**src/rtl/wpu_pkg.sv**
```systemverilog
package wpu_pkg;
   typedef enum logic [1:0] {
      KS_IDLE = 2'd0,
      KS_GOT1 = 2'd1,
      KS_GOT2 = 2'd2
   } key_step_e;
endpackage

```
**src/rtl/wpu_key_seq.sv**
```systemverilog
module wpu_key_seq #(
   parameter int unsigned ADDR_W     = 8,
   parameter int unsigned DATA_W     = 32,
   parameter logic [ADDR_W-1:0] KEY_A_ADDR = 'h18,
   parameter logic [ADDR_W-1:0] KEY_B_ADDR = 'h1c,
   parameter logic [DATA_W-1:0] KEY_0 = 'h7123,
   parameter logic [DATA_W-1:0] KEY_1 = 'h812a,
   parameter logic [DATA_W-1:0] KEY_2 = 'hbee1
) (
   input  logic              clk_i,
   input  logic              rst_i,
   input  logic              wr_en_i,
   input  logic [ADDR_W-1:0] wr_addr_i,
   input  logic [DATA_W-1:0] wr_data_i,
   output logic              arm_o
);
   import wpu_pkg::*;

   key_step_e step_q, step_d;
   logic      hit0, hit1, hit2, done;

   assign hit0 = (wr_addr_i == KEY_A_ADDR) && (wr_data_i == KEY_0);
   assign hit1 = (wr_addr_i == KEY_B_ADDR) && (wr_data_i == KEY_1);
   assign hit2 = (wr_addr_i == KEY_A_ADDR) && (wr_data_i == KEY_2);

   always_comb begin
      step_d = step_q;
      done   = 1'b0;
      if (wr_en_i) begin
         unique case (step_q)
            KS_GOT1: step_d = hit1 ? KS_GOT2 : (hit0 ? KS_GOT1 : KS_IDLE);
            KS_GOT2: begin
               done   = hit2;
               step_d = hit0 ? KS_GOT1 : KS_IDLE;
            end
            default: step_d = hit0 ? KS_GOT1 : KS_IDLE;
         endcase
      end
   end

   always_ff @(posedge clk_i) begin
      if (rst_i) begin
         step_q <= KS_IDLE;
         arm_o  <= 1'b0;
      end else begin
         step_q <= step_d;
         if (done)
            arm_o <= 1'b1;
         else if (wr_en_i)
            arm_o <= 1'b0;
      end
   end
endmodule

```
**src/rtl/wpu_ctl_reg.sv**
```systemverilog
module wpu_ctl_reg #(
   parameter int unsigned DATA_W  = 32,
   parameter int unsigned WP_BIT  = 1,
   parameter logic [DATA_W-1:0] CTL_RST = '0
) (
   input  logic              clk_i,
   input  logic              rst_i,
   input  logic              we_i,
   input  logic              armed_i,
   input  logic [DATA_W-1:0] wdata_i,
   output logic [DATA_W-1:0] ctl_q_o
);
   localparam logic [DATA_W-1:0] WP_MASK  = DATA_W'(1) << WP_BIT;
   localparam logic [DATA_W-1:0] RST_VAL  = CTL_RST | WP_MASK;

   logic [DATA_W-1:0] plain_val;
   logic              take;

   assign plain_val = (wdata_i & ~WP_MASK) | (ctl_q_o & WP_MASK);
   assign take      = we_i && (armed_i || !ctl_q_o[WP_BIT]);

   always_ff @(posedge clk_i) begin
      if (rst_i)
         ctl_q_o <= RST_VAL;
      else if (take)
         ctl_q_o <= armed_i ? wdata_i : plain_val;
   end
endmodule

```
**src/rtl/wpu_err_stat.sv**
```systemverilog
module wpu_err_stat (
   input  logic clk_i,
   input  logic rst_i,
   input  logic set_i,
   input  logic clr_i,
   output logic err_o
);
   always_ff @(posedge clk_i) begin
      if (rst_i)
         err_o <= 1'b0;
      else if (set_i)
         err_o <= 1'b1;
      else if (clr_i)
         err_o <= 1'b0;
   end
endmodule

```
**src/rtl/wpu_guard.sv**
```systemverilog
module wpu_guard #(
   parameter int unsigned ADDR_W     = 8,
   parameter int unsigned DATA_W     = 32,
   parameter int unsigned WP_BIT     = 1,
   parameter int unsigned ERR_BIT    = 1,
   parameter logic [ADDR_W-1:0] CTL_ADDR   = 'h00,
   parameter logic [ADDR_W-1:0] KEY_A_ADDR = 'h18,
   parameter logic [ADDR_W-1:0] KEY_B_ADDR = 'h1c,
   parameter logic [ADDR_W-1:0] STAT_ADDR  = 'h2c,
   parameter logic [DATA_W-1:0] KEY_0   = 'h7123,
   parameter logic [DATA_W-1:0] KEY_1   = 'h812a,
   parameter logic [DATA_W-1:0] KEY_2   = 'hbee1,
   parameter logic [DATA_W-1:0] CTL_RST = '0
) (
   input  logic              clk_i,
   input  logic              rst_i,
   input  logic              wr_en_i,
   input  logic [ADDR_W-1:0] wr_addr_i,
   input  logic [DATA_W-1:0] wr_data_i,
   output logic [DATA_W-1:0] ctl_o,
   output logic              prot_o,
   output logic              arm_o,
   output logic              err_o,
   output logic              fwd_we_o
);
   initial begin
      assert (WP_BIT < DATA_W) else $error("WP_BIT outside data word");
      assert (ERR_BIT < DATA_W) else $error("ERR_BIT outside data word");
      assert (KEY_A_ADDR != KEY_B_ADDR) else $error("key addresses must differ");
      assert (CTL_ADDR != STAT_ADDR) else $error("control and status collide");
   end

   logic is_ctl, is_key, is_stat, is_other;
   logic ctl_wr, other_wr, reject, stat_clr;

   assign is_ctl   = (wr_addr_i == CTL_ADDR);
   assign is_key   = (wr_addr_i == KEY_A_ADDR) || (wr_addr_i == KEY_B_ADDR);
   assign is_stat  = (wr_addr_i == STAT_ADDR);
   assign is_other = !is_ctl && !is_key && !is_stat;

   assign ctl_wr   = wr_en_i && is_ctl;
   assign other_wr = wr_en_i && is_other;
   assign reject   = prot_o && ((ctl_wr && !arm_o) || other_wr);
   assign stat_clr = wr_en_i && is_stat && wr_data_i[ERR_BIT];
   assign fwd_we_o = other_wr && !prot_o;
   assign prot_o   = ctl_o[WP_BIT];

   wpu_key_seq #(
      .ADDR_W(ADDR_W), .DATA_W(DATA_W),
      .KEY_A_ADDR(KEY_A_ADDR), .KEY_B_ADDR(KEY_B_ADDR),
      .KEY_0(KEY_0), .KEY_1(KEY_1), .KEY_2(KEY_2)
   ) seq_i (
      .clk_i(clk_i), .rst_i(rst_i), .wr_en_i(wr_en_i),
      .wr_addr_i(wr_addr_i), .wr_data_i(wr_data_i), .arm_o(arm_o)
   );

   wpu_ctl_reg #(
      .DATA_W(DATA_W), .WP_BIT(WP_BIT), .CTL_RST(CTL_RST)
   ) ctl_i (
      .clk_i(clk_i), .rst_i(rst_i), .we_i(ctl_wr), .armed_i(arm_o),
      .wdata_i(wr_data_i), .ctl_q_o(ctl_o)
   );

   wpu_err_stat err_i (
      .clk_i(clk_i), .rst_i(rst_i), .set_i(reject), .clr_i(stat_clr),
      .err_o(err_o)
   );
endmodule

```
**config.mk**
```make
export PLATFORM = sky130hd
export DESIGN_NAME = wpu_guard
export DESIGN_NICKNAME = d
export VERILOG_FILES = /design/src/rtl/wpu_pkg.sv /design/src/rtl/wpu_key_seq.sv /design/src/rtl/wpu_ctl_reg.sv /design/src/rtl/wpu_err_stat.sv /design/src/rtl/wpu_guard.sv
export SDC_FILE = /design/constraint.sdc
export NUM_CORES = 1
export LEC_CHECK = 0
export BUFFER_PORTS_ARGS = -buffer_cell sky130_fd_sc_hd__buf_2
export CORE_UTILIZATION = 39
export CTS_CLUSTER_SIZE = 30
export DETAILED_ROUTE_END_ITERATION = 6
export PLACE_DENSITY = 0.7
export SLEW_MARGIN = 20
export SYNTH_ARGS = -nofsm -noshare
export SYNTH_HDL_FRONTEND = slang
export SYNTH_HIERARCHICAL = 1
export SYNTH_SLANG_ARGS = --single-unit
```
**constraint.sdc**
```tcl
create_clock -name clk_i -period 1.6 [get_ports clk_i]
set_clock_uncertainty 0.05 [all_clocks]
set_input_delay 0.16 -clock clk_i [delete_from_list [all_inputs] [get_ports clk_i]]
set_output_delay 0.16 -clock clk_i [all_outputs]
set_load 0.02 [all_outputs]
```
Yosys cells after proc, flatten, opt, wreduce, memory -nomap -nowiden:

Index checks and enable logic that the tools add are counted.

* shift operators: 0
* bitwise gates (word level): 1
* div/mod/pow operators: 0
* reduce and logical (&&, ||, !) cells: 24
* add/subtract/negate cells: 0
* equal/unequal tests: 8
* multiply operators: 0
* $lt $le $gt $ge: 0
* multiplexer cells: 10

Operators by type and width (count)
* $eq 32x16->1 const B: 2
* $eq 32x15->1 const B: 1
* $mux 32: 1
* $or 32x2->32: 1
* $eq 8x5->1 const B: 2
* $logic_and 1x1->1: 13
* $eq 8x6->1 const B: 1
* $logic_not 8->1: 1
* $mux 1: 7
* $logic_not 1->1: 5
* $mux 2: 2
* $reduce_bool 2->1: 2
* $logic_or 1x1->1: 3
* $eq 2x1->1 const B: 1
* $eq 2x2->1 const B: 1

* output and inout bits: 36
* bits in read-only memories: 0
* register bits after elaboration: 36
* bits of input ports: 43
* memory bits (writable): 0
* memories: 0
* word-level logic and storage cells: 47
* bits in latches: 0

Logic depth before layout (Yosys ltp):

* depth in word-level cells: 9
* mapped depth: 6
* mapped depth without buffers: 6

By module:

The synthesis kept the hierarchy.

Modules (own cells, without submodules)
* wpu_ctl_reg: seq. area each 640.6 um^2, area each 1451.4 um^2, cells each 139, instances 1
* wpu_key_seq: seq. area each 60.1 um^2, area each 300.3 um^2, cells each 38, instances 1
* wpu_guard: seq. area each 0.0 um^2, area each 110.1 um^2, cells each 17, instances 1
* wpu_err_stat: seq. area each 20.0 um^2, area each 38.8 um^2, cells each 4, instances 1

Worst setup path after synthesis:

No wires, ideal clock.

* path kind: in2reg
* start point: input wr_addr_i[7]
* end point: register ctl_i.ctl_q_o[0]
* setup time: 0.072 ns
* stages: 6
* required time: 1.478 ns
* path slack: -0.013 ns
* path buffers: 1
* arrival: 1.491 ns
* path through: nor4_2 nand3b_1 nor4_2 a21boi_4 buf_8 mux2i_1

* word-level cells in the longest chain between the ends: 3

RTL lines
* start: declaration: line wpu_guard.sv:18 `input logic [ADDR_W-1:0] wr_addr_i,`
* $logic_not 8->1: line wpu_guard.sv:36 `assign is_ctl = (wr_addr_i == CTL_ADDR);`
* $logic_and 1x1->1: line wpu_guard.sv:41 `assign ctl_wr = wr_en_i && is_ctl;`
* via ctl_wr: line wpu_guard.sv:34 `logic ctl_wr, other_wr, reject, stat_clr;`
* $logic_and 1x1->1: line wpu_ctl_reg.sv:20 `assign take = we_i && (armed_i || !ctl_q_o[WP_BIT]);`
* end signal: assignment: line wpu_ctl_reg.sv:26 `ctl_q_o <= armed_i ? wdata_i : plain_val;`
* end: declaration: line wpu_ctl_reg.sv:11 `output logic [DATA_W-1:0] ctl_q_o`

The timed path passes the listed nets, and every way through them passes these cells.
A chain may end at the register's enable or synchronous reset.

Worst setup path in the final report:

* start point: input wr_addr_i[6]
* end point: register ctl_i.ctl_q_o[28]

Same word-level chain as after synthesis.

==> flow_summary.toml <==
[clock_network]
root_buffer = "clkbuf_8"
clock_sinks = 36
clk-insertion-delay-late_ns = 0.29
ctsHoldBuffers = 0
max-clock-path-buffers = 2
cts_buffers = 5
htree_num_levels = 2
clk_pin_slew_ns = 0.07
tritoncts = "built"

[synthesis]
synth_area_leaders = "dfxtp_1, nand2b_1, mux2i_1"
syn_inst = 198
synth.largest_area_cell = "dfxtp_1"
ys_seq_elements = 36
synth_fp_nets = 241
yosysMostFrequentCell = "nand2b_1"
synth_top_area_share_pct = 37.9
yosysSeqAreaShare_pct = 37.9
synth_edf_count = 0
synth_area_um2 = 1900
syn_avg_cell_area_um2 = 9.60
synth_top_cells_by_count = "nand2b_1, dfxtp_1, mux2i_1, nand2_1, clkbuf_1"
async_flop_share_pct = 0
synth_cell_type_count = 34
synthFlopType = "dfxtp_1"
yosysWarnings = 6

[die]
fp.coreArea_um2 = 4690
rows = 25
die_h_um = 71.8
io_pins = 79
dieArea_um2 = 5160
die_x_um = 71.8
start_util_pct = 40.5

[placement]
portBuffers = 78
hpwl_um = 3050
gp_congestion = 0.816
dp_slack_ns = -0.189

[critical_path]
start_kind = "input pin"
crit_fanout = 7
r2r_cells = 4
reg2reg_from = "seq_i/step_q[0]"
reg2reg_to = "seq_i/arm_o"
arrival_ns = 1.64
cp_slowest_cell = "nor4_4"
criticalPathCategory = "in -> reg"
worstPathCellList = "buf_2 > nor4_4 > nand3b_1 > nor4_4 > a21boi_4 > buf_4 > mux2i_1"
critical_path_required_ns = 1.76
crit_path_frequent_cell = "nor4_4"
critPathMaxStageDelay_ns = 0.27
r2r_setup_slack_ns = 0.19
crit_path_end_kind = "register"

[drt]
wire_per_inst_um = 12.3
via_per_inst = 4.95
vias = 1672
drtAntennaViolNets = 0
drt_iter0_drc = 58
firstDrtPassIters = 4
drt-total-wl_um = 4170
drc = 0

[final_layout]
fin_nets = 326
syn_to_final_growth_pct = 31.8
layout-drive-gt1-share_pct = 36.3
fillers = 440
diodes = 0

[timing]
fin_ws_ns = 0.125
tightest_slew_ns = 0.453
finalHoldViolCount = 0
fin_crit_sh_pct = 92.2
fin_crit_ns = 1.48
relSlewSlack_pct = 69.8
max_freq_ghz = 0.678
finalSetupViolations = 0
maxSlewViolCount = 0

[global_route]
grt_start_max_net_pins = 66
grt-ovfl-total = 0
grt_use_total_pct = 16.5
grt_first_pass_wirelength_um = 6610
antenna_found_initial = 0
grt_pass1_vias = 1449

[power]
power.leakage_nw = 1.04
vdd_ir_drop_max_mv = 0.365
power.density_nw_per_um2 = 750
power_w = 0.00188

[status]
outcome = "finished clean"

[worst_hold_path]
worstHoldEndpoint = "ctl_i/ctl_q_o[23]"
hold_path_depth = 3
hp-start = "wr_data_i[23]"
worstHoldPathType = "in -> reg"

[flow_run]
cap_violations = 0
==> cells in the final DEF (no fill, tap or decap), types with 2 or more instances in the layout <==
cell type | synthesis | layout
a21oi_1 | 2 | 2
buf_2 | 1 | 77
buf_4 | 1 | 10
clkbuf_8 | 0 | 5
dfxtp_1 | 36 | 36
inv_1 | 3 | 3
mux2i_1 | 31 | 31
nand2_1 | 8 | 8
nand2b_1 | 65 | 65
nand3_1 | 3 | 3
nand4_1 | 4 | 4
nor2_1 | 5 | 5
nor2b_1 | 2 | 2
nor4_1 | 4 | 4
nor4_4 | 0 | 2
nor4b_2 | 2 | 2
o21ai_1 | 3 | 3
or4_1 | 2 | 2
==> cell families (layout without fill, tap and decap cells) <==
group                  Yosys count  count (layout)  share of synthesized area, %
buffers and inverters           14             100                          4.81
DFF                             36              36                          37.9
AOI/OAI and AO/OA               10              10                          4.08
and+or+nand+nor                107             107                          36.9
muxes                           31              31                          16.3
==> report_power, final <==
group	total [W]	switching (W)	internal [W]
combinational	0.000190	0.0000919	0.0000979
clock	0.000790	0.000327	0.000462
sequential	0.000898	0.000000964	0.000897
==> layer usage <==
layer  routed length, µm  track usage, %  vias up
li1                    -               -      847
met1                2020            23.2      761
met2                1820            23.6       59
met3                 272            4.78        5
met4                  56            6.54        0
met5                   0               0        -
==> stage by stage <==
stage | utilization (%) | TNS (ns) | instance area, µm² | hold slack, ns | instances
after global routing | 53.4 | -0.0729 | 2500 | 0.0804 | 338
after detailed placement | 50.6 | -5.01 | 2370 | 0.394 | 329
after global placement | 50.6 | -3.19 | 2370 | 0.386 | 329
final | 53.4 | 0 | 2500 | 0.0876 | 338
after CTS | 52.9 | 0 | 2480 | 0.0778 | 337
after floorplan | - | 0 | 1910 | 0.172 | 198
==> registers in the layout, indices dropped and copies added (netlist names) <==
name           flops
seq_i/arm_o        1
ctl_i/ctl_q_o     32
err_i/err_o        1
seq_i/step_q       2
==> worst max-delay path by stage <==
stage / start / end / slack, ns / cells after the start
final: wr_addr_i[6] / ctl_i/ctl_q_o[28] / 0.12 / 7
after global routing: wr_addr_i[6] / ctl_i/ctl_q_o[24] / -0.03 / 7
after CTS: wr_addr_i[7] / ctl_i/ctl_q_o[28] / 0.11 / 7
after detailed placement: wr_addr_i[7] / ctl_i/ctl_q_o[28] / -0.19 / 7
after global placement: wr_addr_i[7] / ctl_i/ctl_q_o[30] / -0.11 / 7
after floorplan: wr_addr_i[7] / ctl_i/ctl_q_o[0] / 0.03 / 6
==> critical path, delay by kind of cell <==
family / cells / cell delay (ns)
AOI/OAI and AO/OA: 1 / 0.27
muxes: 1 / 0.20
buffers and inverters: 2 / 0.33
and+or+nand+nor: 3 / 0.67
==> area by class of cell <==
| cell class | instances | area (µm²) | share of cell area (%) |
|---|---|---|---|
| clock inverters | 2 | 35.0 | 1.40 |
| flip-flops and latches | 36 | 721 | 28.8 |
| well taps | 54 | 67.6 | 2.70 |
| multi-input cells | 148 | 1110 | 44.2 |
| clock buffers | 6 | 72.6 | 2.90 |
| inverters | 3 | 11.3 | 0.450 |
| repair buffers | 89 | 492 | 19.6 |
==> timing repair <==
| item | in CTS | in global routing |
|---|---|---|
| buffers inserted | 0 | 1 |
| endpoints found under the setup margin | 0 | 21 |
| resized for setup | 0 | 3 |
Power figures use the tool's default switching activity.
